File: config.mk
export PLATFORM = sky130hd
export DESIGN_NAME = mfv_marker_validator
export DESIGN_NICKNAME = d
export VERILOG_FILES = /design/src/rtl/mfv_pkg.sv /design/src/rtl/mfv_band_decode.sv /design/src/rtl/mfv_blink_div.sv /design/src/rtl/mfv_path_fsm.sv /design/src/rtl/mfv_marker_validator.sv
export SDC_FILE = /design/constraint.sdc
export NUM_CORES = 1
export LEC_CHECK = 0
export BUFFER_PORTS_ARGS = -buffer_cell sky130_fd_sc_hd__buf_4
export CORE_AREA = 2 2 94 96
export CTS_CLUSTER_SIZE = 30
export DETAILED_ROUTE_END_ITERATION = 8
export DIE_AREA = 0 0 96 98
export SLEW_MARGIN = 20
export SYNTH_ARGS = -nofsm -noshare
export SYNTH_HDL_FRONTEND = slang
export SYNTH_HIERARCHICAL = 1
export SYNTH_SLANG_ARGS = --single-unit
File: constraint.sdc
create_clock -name clk -period 1.8 [get_ports clk]
set_input_delay 0.36 -clock clk [delete_from_list [all_inputs] [get_ports clk]]
set_output_delay 0.36 -clock clk [all_outputs]
set_load 0.01 [all_outputs]
File: src/rtl/mfv_pkg.sv
package mfv_pkg;

    localparam int DIGIT_W    = 4;
    localparam int NUM_DIGITS = 5;
    localparam int COARSE_W   = 8;

    typedef enum logic [2:0] {
        ST_IDLE   = 3'd0,
        ST_PARKED = 3'd1,
        ST_DIRECT = 3'd2,
        ST_MIXED  = 3'd3,
        ST_FAULT  = 3'd4
    } mfv_state_e;

    typedef struct packed {
        logic [DIGIT_W-1:0] hund;
        logic [DIGIT_W-1:0] tens;
        logic [DIGIT_W-1:0] units;
        logic [DIGIT_W-1:0] tenth;
        logic [DIGIT_W-1:0] hundredth;
    } bcd5_t;

    typedef struct packed {
        logic               ok;
        logic               mixed;
        logic [DIGIT_W-1:0] hund;
        logic [DIGIT_W-1:0] tens;
    } remap_t;

endpackage

File: src/rtl/mfv_band_decode.sv
module mfv_band_decode
    import mfv_pkg::*;
#(
    parameter int LOW_LO    = 6,
    parameter int LOW_HI    = 9,
    parameter int MID_LO    = 24,
    parameter int MID_HI    = 27,
    parameter int TOP_LO    = 29,
    parameter int TOP_HI    = 32,
    parameter int MIX_SHIFT = 18
) (
    input  bcd5_t  setting,
    output remap_t rm
);

    localparam logic [COARSE_W-1:0] TEN = COARSE_W'(10);

    logic [DIGIT_W-1:0]    digs [NUM_DIGITS];
    logic [NUM_DIGITS-1:0] digit_ok;
    logic [COARSE_W-1:0]   coarse;
    logic [COARSE_W-1:0]   shifted;
    logic                  in_low;
    logic                  in_up;

    assign digs[0] = setting.hundredth;
    assign digs[1] = setting.tenth;
    assign digs[2] = setting.units;
    assign digs[3] = setting.tens;
    assign digs[4] = setting.hund;

    // Every digit must be a legal decimal digit
    for (genvar gi = 0; gi < NUM_DIGITS; gi++) begin : g_digit_chk
        assign digit_ok[gi] = (digs[gi] <= DIGIT_W'(9));
    end

    assign coarse = COARSE_W'(setting.hund) * TEN + COARSE_W'(setting.tens);

    assign in_low = (coarse >= COARSE_W'(LOW_LO)) && (coarse <= COARSE_W'(LOW_HI));
    assign in_up  = ((coarse >= COARSE_W'(MID_LO)) && (coarse <= COARSE_W'(MID_HI))) ||
                    ((coarse >= COARSE_W'(TOP_LO)) && (coarse <= COARSE_W'(TOP_HI)));

    assign shifted = in_up ? (coarse - COARSE_W'(MIX_SHIFT)) : coarse;

    always_comb begin
        rm = '0;
        if ((&digit_ok) && (in_low || in_up)) begin
            rm.ok    = 1'b1;
            rm.mixed = in_up;
            rm.hund  = DIGIT_W'(shifted / TEN);
            rm.tens  = DIGIT_W'(shifted % TEN);
        end
    end

endmodule

File: src/rtl/mfv_blink_div.sv
module mfv_blink_div #(
    parameter int HALF_CYCLES = 50_000_000
) (
    input  logic clk,
    input  logic rst_n,
    output logic blink
);

    localparam int CNT_W = (HALF_CYCLES > 1) ? $clog2(HALF_CYCLES) : 1;
    localparam logic [CNT_W-1:0] LAST = CNT_W'(HALF_CYCLES - 1);

    logic [CNT_W-1:0] cnt;

    always_ff @(posedge clk or negedge rst_n) begin
        if (!rst_n) begin
            cnt   <= '0;
            blink <= 1'b0;
        end else if (cnt == LAST) begin
            cnt   <= '0;
            blink <= ~blink;
        end else begin
            cnt   <= cnt + 1'b1;
        end
    end

    AST_BLINK_HOLD: assert property (@(posedge clk) disable iff (!rst_n)
        (cnt != LAST) |=> $stable(blink));
    AST_BLINK_FLIP: assert property (@(posedge clk) disable iff (!rst_n)
        (cnt == LAST) |=> (blink != $past(blink)));

endmodule

File: src/rtl/mfv_path_fsm.sv
module mfv_path_fsm
    import mfv_pkg::*;
(
    input  logic               clk,
    input  logic               rst_n,
    input  remap_t             rm,
    input  bcd5_t              setting,
    input  logic               marker_en,
    input  logic               blink,
    output logic [DIGIT_W-1:0] syn_hund,
    output logic [DIGIT_W-1:0] syn_tens,
    output logic [DIGIT_W-1:0] syn_units,
    output logic [DIGIT_W-1:0] syn_tenth,
    output logic [DIGIT_W-1:0] syn_hundredth,
    output logic               path_direct,
    output logic               path_mixed,
    output logic               fault_lamp,
    output logic               marker_lamp
);

    mfv_state_e state_q;
    mfv_state_e state_d;
    mfv_state_e target;

    // Target chosen from the decoded setting; fault has priority
    always_comb begin
        if (!rm.ok)          target = ST_FAULT;
        else if (!marker_en) target = ST_PARKED;
        else if (rm.mixed)   target = ST_MIXED;
        else                 target = ST_DIRECT;
    end

    always_comb begin
        unique case (state_q)
            ST_IDLE:   state_d = target;
            ST_PARKED: state_d = target;
            ST_DIRECT: state_d = target;
            ST_MIXED:  state_d = target;
            ST_FAULT:  state_d = target;
            default:   state_d = ST_IDLE;
        endcase
    end

    always_ff @(posedge clk or negedge rst_n) begin
        if (!rst_n) state_q <= ST_IDLE;
        else        state_q <= state_d;
    end

    // Synthesizer digit word, registered alongside the state
    always_ff @(posedge clk or negedge rst_n) begin
        if (!rst_n) begin
            syn_hund      <= '0;
            syn_tens      <= '0;
            syn_units     <= '0;
            syn_tenth     <= '0;
            syn_hundredth <= '0;
        end else begin
            syn_hund      <= rm.ok ? rm.hund : '0;
            syn_tens      <= rm.ok ? rm.tens : '0;
            syn_units     <= setting.units;
            syn_tenth     <= setting.tenth;
            syn_hundredth <= setting.hundredth;
        end
    end

    always_comb begin
        path_direct = 1'b0;
        path_mixed  = 1'b0;
        fault_lamp  = 1'b0;
        marker_lamp = 1'b0;
        unique case (state_q)
            ST_IDLE:   ;
            ST_PARKED: ;
            ST_DIRECT: begin
                path_direct = 1'b1;
                marker_lamp = blink;
            end
            ST_MIXED: begin
                path_mixed  = 1'b1;
                marker_lamp = blink;
            end
            ST_FAULT:  fault_lamp = blink;
            default:   ;
        endcase
    end

    AST_OFF_NO_PATH: assert property (@(posedge clk) disable iff (!rst_n)
        !marker_en |=> !(path_direct || path_mixed));
    AST_BAD_ZERO_SYN: assert property (@(posedge clk) disable iff (!rst_n)
        !rm.ok |=> (syn_hund == '0 && syn_tens == '0 && !path_direct && !path_mixed));
    AST_LOW_PASS: assert property (@(posedge clk) disable iff (!rst_n)
        rst_n |=> (syn_units == $past(setting.units) && syn_tenth == $past(setting.tenth)));

endmodule

File: src/rtl/mfv_marker_validator.sv
module mfv_marker_validator
    import mfv_pkg::*;
#(
    parameter int HALF_CYCLES = 50_000_000
) (
    input  logic       clk,
    input  logic       rst_n,
    input  logic [3:0] tw_hund,
    input  logic [3:0] tw_tens,
    input  logic [3:0] tw_units,
    input  logic [3:0] tw_tenth,
    input  logic [3:0] tw_hundredth,
    input  logic       marker_en,
    output logic [3:0] syn_hund,
    output logic [3:0] syn_tens,
    output logic [3:0] syn_units,
    output logic [3:0] syn_tenth,
    output logic [3:0] syn_hundredth,
    output logic       path_direct,
    output logic       path_mixed,
    output logic       fault_lamp,
    output logic       marker_lamp
);

    bcd5_t  setting;
    remap_t rm;
    logic   blink;

    assign setting = '{hund: tw_hund, tens: tw_tens, units: tw_units,
                       tenth: tw_tenth, hundredth: tw_hundredth};

    mfv_band_decode u_decode (
        .setting (setting),
        .rm      (rm)
    );

    mfv_blink_div #(.HALF_CYCLES(HALF_CYCLES)) u_blink (
        .clk   (clk),
        .rst_n (rst_n),
        .blink (blink)
    );

    mfv_path_fsm u_fsm (
        .clk           (clk),
        .rst_n         (rst_n),
        .rm            (rm),
        .setting       (setting),
        .marker_en     (marker_en),
        .blink         (blink),
        .syn_hund      (syn_hund),
        .syn_tens      (syn_tens),
        .syn_units     (syn_units),
        .syn_tenth     (syn_tenth),
        .syn_hundredth (syn_hundredth),
        .path_direct   (path_direct),
        .path_mixed    (path_mixed),
        .fault_lamp    (fault_lamp),
        .marker_lamp   (marker_lamp)
    );

    AST_DIRECT_DIGITS: assert property (@(posedge clk) disable iff (!rst_n)
        path_direct |-> (syn_hund == 4'd0 && syn_tens >= 4'd6 && syn_tens <= 4'd9));
    AST_MIXED_DIGITS: assert property (@(posedge clk) disable iff (!rst_n)
        path_mixed |-> ((syn_hund == 4'd0 && syn_tens >= 4'd6 && syn_tens <= 4'd9) ||
                        (syn_hund == 4'd1 && syn_tens >= 4'd1 && syn_tens <= 4'd4)));
    AST_FAULT_QUIET: assert property (@(posedge clk) disable iff (!rst_n)
        fault_lamp |-> (!path_direct && !path_mixed && !marker_lamp));

endmodule

Yosys cells after proc, flatten, opt, wreduce, memory -nomap -nowiden
Cells that the tools add are included.

Add/subtract/negate cells: 3. Div/mod/pow operators: 2. Multiplexer cells: 13. Reduce and logical (&&, ||, !) cells: 10. Equal/unequal tests: 5. Multipliers: 1. Bitwise logic cells: 1. $lt $le $gt $ge: 11.

Operators by type and width (number): 26-bit by 1-bit adder with 26-bit output (second input constant) (1); 26-bit equality test (second input constant) (1); 26-bit two-way mux (1); 4-bit less-or-equal comparator (second input constant) (5); 8-bit by 5-bit greater-or-equal comparator with 1-bit output (second input constant) (2); 10-bit two-way mux (1); 3-bit two-way mux (3); 8-bit by 4-bit adder with 8-bit output (1); 8-bit by 4-bit divider with 8-bit output (second input constant) (1); 8-bit by 3-bit greater-or-equal comparator with 1-bit output (second input constant) (1); 8-bit by 4-bit less-or-equal comparator with 1-bit output (second input constant) (1); 8-bit by 5-bit less-or-equal comparator with 1-bit output (second input constant) (1); 8-bit by 6-bit less-or-equal comparator with 1-bit output (second input constant) (1); 8-bit by 4-bit remainder unit with 8-bit output (second input constant) (1); 4-bit two-way mux (2); 8-bit two-way mux (1); 8-bit by 5-bit subtractor with 8-bit output (second input constant) (1); 4-bit by 3-bit multiplier with 7-bit output (second input constant) (1); 3-bit by 2-bit equality test with 1-bit output (second input constant) (2); 1-bit two-way mux (5); 5-bit AND reduction (1); 5-bit OR reduction (1); 1-bit logical AND (4); 3-bit by 1-bit equality test with 1-bit output (second input constant) (1); 5 further kinds (6).

Word-level logic and storage cells: 54. Output and inout port bits: 24. Flip-flop bits (word level): 50. Input bits: 23.

Logic depth before layout (Yosys ltp)
Gate-level depths: netlist of run 1.

Depth after elaboration: 12. Mapped depth: 17.

Cells and area by module
Netlist of run 1, hierarchy kept.

By module, submodules not included: mfv_band_decode (area an instance 1480.2 sq um, cells an instance 206, seq. area each 0.0 sq um, times used 1); mfv_blink_div (area an instance 1351.3 sq um, cells an instance 127, seq. area each 675.6 sq um, times used 1); mfv_path_fsm (area an instance 700.7 sq um, cells an instance 42, seq. area each 575.6 sq um, times used 1).

Worst setup path before layout of run 1
No wires, ideal clock.

Kind: input -> register. Start: in tw_hund[1]. End: reg u_fsm.syn_hund[0]. Path slack: -2037 ps. Arrival time: 3771 ps. Path buffers: 1. Setup time: 66 ps. Data required time: 1734 ps. Stages: 16. Cells stage by stage: ha_1 ha_1 inv_1 fa_1 buf_2 nand2b_1 nor3_4 nand2_1 o31a_2 a21oi_4 a211oi_1 o31ai_1 a32oi_1 or3_1 a31oi_1 and2_1.

RTL lines: start: declaration (RTL line mfv_marker_validator.sv:8) `input logic [3:0] tw_hund,`; end signal: assignment (RTL line mfv_path_fsm.sv:58) `syn_hund <= rm.ok ? rm.hund : '0;`; end: declaration (RTL line mfv_path_fsm.sv:10) `output logic [DIGIT_W-1:0] syn_hund,`.

==> results of run 1 <==
cells in the final DEF, fill, tap and decap left out, types with 4 or more instances in the layout:
cell type / count
nor2_1: 20
nand3_1: 11
and2_1: 9
buf_12: 4
ha_1: 4
xnor2_1: 14
and4_1: 7
buf_4: 147
inv_1: 12
clkbuf_8: 5
dfrtp_1: 49
or3_1: 4
nand2_1: 26
and3_1: 6
a21oi_1: 19
ha_4: 4
xor2_1: 12
o211ai_1: 4
mux2i_1: 4
nor3_1: 9
buf_6: 10
nand4_1: 8
o31ai_1: 4
nor2b_1: 4
o21ai_0: 11
a31oi_1: 4
worst max path at each step:
stage / start / endpoint / slack, ns / cells past startpoint
after floorplan: tw_hund[3] / u_fsm/syn_hund[0] / -1.79 / 16
after global placement: tw_hund[3] / u_fsm/syn_tens[2] / -2.03 / 17
after detailed placement: tw_hund[3] / u_fsm/syn_hund[0] / -2.05 / 16
after CTS: tw_hund[1] / u_fsm/syn_hund[0] / -1.67 / 16
after global routing: tw_hund[3] / u_fsm/syn_tens[1] / -1.77 / 18
final: tw_hund[3] / u_fsm/syn_hund[0] / -1.65 / 17
worst max-delay path: stages:
cell	delay (ns)
buf_8	0.10
ha_4	0.26
ha_4	0.12
inv_2	0.03
fa_2	0.58
a21o_1	0.14
o211ai_4	0.08
a2111o_1	0.40
o21a_4	0.19
a21oi_4	0.23
a21oi_2	0.09
o311a_1	0.38
buf_6	0.14
o21ai_4	0.15
o211ai_1	0.10
a31oi_1	0.18
and2_1	0.14
cell families after synthesis:
family	Yosys count
xor gates and xnor gates	30
muxes	6
adders and majority gates	11
other	1
DFF	50
AOI/OAI and AO/OA	98
and+or+nand+nor	150
buffers and inverters	29
through the flow:
stage | setup TNS (ns) | cells | worst slack, ns | power (mW)
after detailed placement | -14.64 | 614 | -2.049 | 2.781
after global placement | -14.63 | 614 | -2.031 | 2.760
after CTS | -10.79 | 629 | -1.669 | 3.550
after floorplan | -10.75 | 377 | -1.787 | 2.091
after global routing | -11.61 | 640 | -1.766 | 3.862
final | -10.81 | 640 | -1.652 | 3.652
synth_stat cells, types with 2 or more instances:
library cell / number
inv_1: 14
or2_1: 2
nand2_1: 28
a21oi_1: 23
nor4_1: 4
mux2i_1: 4
ha_1: 9
o21ai_0: 13
xor2_1: 13
dfrtp_1: 50
fa_1: 2
a31oi_1: 5
nor3_1: 11
nand3_1: 14
o211ai_4: 2
o211ai_1: 4
a211o_1: 2
and4_1: 8
nor2b_1: 4
nand2b_1: 3
and3b_2: 2
a31o_2: 2
a21o_1: 3
and2_1: 11
buf_4: 4
o21ai_1: 3
or3_1: 4
clkbuf_1: 4
o31ai_1: 7
nor4b_1: 2
and3_1: 6
nand4_1: 8
a211oi_1: 4
a41o_2: 2
xnor2_1: 16
buf_6: 2
buf_2: 3
or4_1: 3
nand4b_1: 2
o31ai_2: 2
o41ai_1: 3
nor2_1: 24
a22oi_1: 2
per-layer routing:
metal / wire length, um / vias up / global-route usage (%)
met4: 148 / 0 / 5.934
li1: - / 1702 / -
met2: 5253 / 79 / 38.46
met1: 4336 / 1693 / 28.60
met3: 302 / 12 / 1.775
met5: 0 / - / 0
registers in the layout, summed over array words and instances (netlist names):
name	cells
u_blink/cnt	26
u_fsm/syn_hund	4
u_fsm/syn_hundredth	4
u_fsm/syn_tens	4
u_fsm/syn_tenth	4
u_fsm/syn_units	4
u_fsm/state_q	3
u_blink/blink	1
power by group through the flow:
stage / sequential (mW) / combinational (mW) / clock (mW)
after detailed placement: 1.17 / 1.61 / 0
after CTS: 1.14 / 1.74 / 0.662
after global routing: 1.15 / 2.02 / 0.700
final: 1.14 / 1.87 / 0.638
after floorplan: 1.17 / 0.918 / 0
after global placement: 1.17 / 1.60 / 0
what timing repair did:
item                                    in CTS  in global routing
gates cloned                                 0                  1
endpoints found under the setup margin       8                 14
resized for setup                           23                 42
setup buffers                                8                 10
pin swaps                                   19                 22
layout make-up:
cell class / instances / area [um2] / area share (%)
Multi-Input combinational cell: 298 / 2564 / 47.44
Inverter: 15 / 58.81 / 1.088
Tap cell: 108 / 135.1 / 2.501
Clock buffer: 5 / 68.82 / 1.273
Sequential cell: 50 / 1252 / 23.18
Clock inverter: 2 / 13.76 / 0.2547
Timing Repair Buffer: 162 / 1311 / 24.26
==> results.md, run 1 <==
- Status: finished, violations left
- Post-synthesis xor/xnor area fraction: 7.970%
- Maximum VDD drop: 308.5 uV
- Max Fclk: slightly below 0.3 GHz
- Synth top area cells: dfrtp_1 (35%), xnor2_1 (4.0%), a21oi_1 (3.3%)
- Max Cap Viol: 0
- CTS root buffer: clkbuf_8
- Post-synthesis adder-cell area fraction: 4.322%
- Critical path required time: between 2 and 2.5 ns
- Mapped Area: between 0.003 and 0.004 mm2
- Mapped Avg Cell Area: 9.419 um2
- Area growth from synthesis to layout: 52.99%
- Clk sinks: 50
- Core Region: 0.008466 mm2
- Post-Syn Instances: 375
- EDFF count, synth: 0
- First-pass GRT wire length: 16600 um
- Dpl cell area: 0.004870 mm2
- Congestion Overflow GR: 0
- Die height: between 90 and 100 um
- Final Util: 63.83%
- Total GRT Usage: around 22%
- Reg2reg path depth: 5
- Top cell type's share of synthesized area: 35.42%
- CTS tree: done
- Gpl congestion: 0.9476
- Largest net degree at the start of global routing: 51
- Fraction of registers with async set/reset: 100.0%
- Vias in the first global route: 3495
- Psw: 1.315 mW
- Antenna violations before repair: 0
- Post-route DRC violation count: 0
- Endpoints failing hold: 0
- Clk_lat worst skew: 0.30 ns
- Design area: roughly 0.0054 mm2
- Fillcell total: 702
- I/O Buffers: 46
- Final wirelength: 10040 um
- Layout cells sized above 1: 47.56%
- Tightest Hold Check Type: input port to asynchronous set/reset pin
- CTS Buffer Depth: 2
- Vias: 3486
- Register bit count reported by yosys: 50
- Pwr dens: 675.8 mW/mm2
- Post-route minimum period: 3.452 ns
- Hpwl dp: 7640 um
- Startpoint types: input port
- CTS clk-pin slew, worst paths: 0.10 ns
- Main combinational cell family by area after synthesis: simple AND/OR/NAND/NOR gates
- Worst Max-Slew Pin Slew: between 0.6 and 0.7 ns
- Endpoints failing setup: 8
- Internal: 2.337 mW
- Final worst path period share: 191.8%
- Main synth FF type: dfrtp_1
- Kind of critical path: input port to register
- Sequential share of power: a little under a third
- I/O Pins: 47
- Synth area leader: dfrtp_1
- Final Worst Setup Slack: -1.652 ns
- Critical Path AT: between 3 and 4 ns
- Logic gate share of total power: 51.2%
- Fin Clk Skew: between 0.01 and 0.015 ns
- Switching share of power: 36.01%
- Synthesis Warnings: 6
- ANT nets after route: 0
- Critical path endpoint category: register
- Reg-to-Reg End: u_blink/cnt[1]
- TritonCTS buffer count: 5
- Clock Power Share: 17.5%
- Worst-path fanout max: 5
- LEAKAGE: 2.411 nW
- Routed len/inst: around 16 um
- CTS H-tree depth: 2
- Max-slew headroom: 59.01%
- FF-to-FF setup slack: 0.09 ns
- Complex-gate fraction of the synthesized area: 21.32%
- Nets: 566
- Initial Util: 41.72%
- Area share of and/or/nand/nor cells after synthesis: roughly a quarter
- Pre-antenna DRT Iters: 4
- Multiplexer share of the synthesized area: 1.877%
- Hold slack: 0.05304 ns
- Cell variety after synth: 84
- Antenna Cells: 0
- Hold-fix buffers at CTS: 0
- Slew Viols, Final: 0
- RSZ-0062 raised after global routing: true
- DIE AREA: 0.009408 mm2
- DR iter-0 viols: 136
- Rows: 34
- Via density: 5.447
- Sequential-to-total area share from yosys stat: 35.42%
- R2R Path Start: u_blink/cnt[18]
- Die width: 96 um
- Violated checks: setup timing
No activity file was read; power rests on OpenSTA's default activity.
==> inputs of run 2 (changes only) <==
--- a/config.mk
+++ b/config.mk
@@ -6,10 +6,11 @@
 export NUM_CORES = 1
 export LEC_CHECK = 0
 export BUFFER_PORTS_ARGS = -buffer_cell sky130_fd_sc_hd__buf_4
-export CORE_AREA = 2 2 94 96
+export CORE_AREA = 2 2 85 87
 export CTS_CLUSTER_SIZE = 30
 export DETAILED_ROUTE_END_ITERATION = 8
-export DIE_AREA = 0 0 96 98
+export DIE_AREA = 0 0 87 89
+export PLACE_DENSITY = 0.76
 export SLEW_MARGIN = 20
 export SYNTH_ARGS = -nofsm -noshare
 export SYNTH_HDL_FRONTEND = slang
==> results.md, run 2 (synthesized netlist as in run 1, its figures left out) <==
- Largest reg by FF count: u_blink/cnt
- Critical Path AT: 3.70 ns (about the same)
- RSZ-0062 raised after global routing: true
- Hpwl dp: 7369 um (-3.6%)
- Post-route DRC violation count: 0 (unchanged)
- Maximum VDD drop: 358.9 uV (+16%)
- Clk_lat worst skew: 0.30 ns (about the same)
- Post-route minimum period: 3.461 ns (+0.009640 ns)
- Vias: 3478 (-0.23%)
- Most frequent cells in the layout: buf_4 (137), dfrtp_1 (49), nand2_1 (27)
- First-pass GRT wire length: 17020 um (+2.5%)
- Antenna violations before repair: 0 (unchanged)
- Congestion Overflow GR: 0 (unchanged)
- Endpoints failing hold: 0 (unchanged)
- Core Region: 0.006719 mm2 (-21%)
- DIE AREA: 0.007743 mm2 (-18%)
- Kind of critical path: input port to register
- I/O Buffers: 46 (unchanged)
- Fillcell total: 443 (-37%)
- Clk sinks: 50 (unchanged)
- Cell mode on critical path: ha_4
- Die width: 87 um (-9.4%)
- DR iter-0 viols: 171 (+26%)
- TritonCTS buffer count: 5 (unchanged)
- Cell count after placement: 580 (-5.5%)
- Worst Max-Slew Pin Slew: 0.6074 ns (-0.007481 ns)
- Violated checks: setup timing
- Vias in the first global route: 3597 (+2.9%)
- Initial Util: 52.57% (+11 points)
- Pre-antenna DRT Iters: 5 (+1)
- FF-to-FF setup slack: 0.05 ns (-0.04 ns)
- Slowest stage delay, CP: 0.58 ns (about the same)
- LEAKAGE: 2.317 nW (-3.9%)
- Routed len/inst: 17.14 um (+9.2%)
- Status: finished, violations left
- Slew Viols, Final: 0 (unchanged)
- CTS Buffer Depth: 2 (unchanged)
- Gpl congestion: 0.9058 (-4.4%)
- Nets: 553 (-2.3%)
- Max Cap Viol: 0 (unchanged)
- Crit-path slowest cell: fa_2
- Max-slew headroom: 59.51% (+0.50 points)
- Final Worst Setup Slack: -1.661 ns (-0.009640 ns)
- Dpl cell area: 0.004740 mm2 (-2.7%)
- Pwr dens: 718.0 mW/mm2 (+6.2%)
- Die height: 89 um (-9.2%)
- ANT nets after route: 0 (unchanged)
- Endpoints failing setup: 8 (unchanged)
- Final Non-Filler Cells: 600 (-6.3%)
- Critical path endpoint category: register
- Worst-path fanout max: 5 (unchanged)
- Dpl ws: -2.075 ns (-0.02573 ns)
- Tightest Hold Check Type: input port to asynchronous set/reset pin
- Critical path required time: 2.04 ns (about the same)
- Antenna Cells: 0 (unchanged)
- Design area: 0.005219 mm2 (-3.4%)
- Rows: 30 (-12%)
- Startpoint types: input port
- Cell Chain, Critical Path: buf_6, ha_4, ha_4, inv_2, fa_2, nand2b_4, a21oi_4, xnor2_2, nor3b_4, o211ai_4, mux2_4, mux2i_1, a32oi_2, or3_1, a31oi_1, and2_1
- I/O Pins: 47 (unchanged)
- Final worst path period share: 192.3% (+0.54 points)
- Total GRT Usage: 27.76% (+5.8 points)
- Most common cell after layout, fill and taps aside: buf_4
- CTS clk-pin slew, worst paths: 0.10 ns (about the same)
- Layout cells sized above 1: 45.19% (-2.4 points)
- Area growth from synthesis to layout: 47.75%
- Final wirelength: 10280 um (+2.4%)
- CTS root buffer: clkbuf_8
- CTS H-tree depth: 2 (unchanged)
- Fin Clk Skew: 0.01390 ns (+0.003162 ns)
- Via density: 5.797 (+6.4%)
- Largest net degree at the start of global routing: 51 (unchanged)
- CTS tree: done
- Max reg flops: 26 (unchanged)
- Max Fclk: 0.2889 GHz (-0.28%)
-- run 2: path summary, 6_finish.rpt --
path                                      from            endpoint  cells after the start
worst max-delay path                tw_hund[3]   u_fsm/syn_hund[0]                     16
worst min-delay path                     rst_n      u_blink/cnt[2]                      1
worst max register to register  u_blink/cnt[0]     u_blink/cnt[20]                      6
worst min register to register   u_blink/blink       u_blink/blink                      1
max in group asynchronous                rst_n      u_blink/cnt[6]                      1
min in group clk                   tw_tenth[0]  u_fsm/syn_tenth[0]                      1
-- run 2: where the power goes --
part	switching (mW)	internal [mW]	leakage (nW)
Combinational	0.931	0.880	1.61
Clock	0.376	0.417	0.0585
Sequential	0.00528	1.14	0.650
Total	1.31	2.43	2.32
-- run 2: repair_timing --
action,CTS,global route
endpoints found under the hold margin,0,0
pin swaps,14,8
endpoints found under the setup margin,8,12
hold buffers,0,0
setup buffers,11,3
resized for setup,42,12
-- run 2: through the flow --
step,hold WS (ns),setup TNS [ns],util [%],power (mW)
finish,0.06371,-10.36,77.67,3.747
global route,0.1182,-11.30,77.67,3.930
CTS,0.08501,-9.834,76.89,3.701
detailed placement,0.4180,-13.69,70.54,2.723
global placement,0.4077,-13.16,70.54,2.692
floorplan,0.06441,-10.75,-,2.091
-- run 2: worst max-delay path, delay by kind of cell --
kind | cells | cell delay (ns)
AOI/OAI and AO/OA | 4 | 0.47
xor gates and xnor gates | 1 | 0.21
adders and majority gates | 3 | 0.96
buffers and inverters | 2 | 0.14
muxes | 2 | 0.53
and+or+nand+nor | 4 | 1.02
-- run 2: final cells by class --
class | count | area (um2) | share of cell area, %
flip-flops and latches | 50 | 1252 | 24.00
multi-input cells | 298 | 2514 | 48.17
clock inverters | 3 | 43.79 | 0.8391
well taps | 80 | 100.1 | 1.918
repair buffers | 149 | 1181 | 22.63
inverters | 15 | 58.81 | 1.127
clock buffers | 5 | 68.82 | 1.319
-- run 2: metal layers --
metal	global-route usage, %	part of all wire [%]	vias up
met3	3.139	3.2	20
met4	10.65	1.9	0
met2	51.35	53	87
li1	-	-	1683
met5	0	0	-
met1	32.97	42	1688
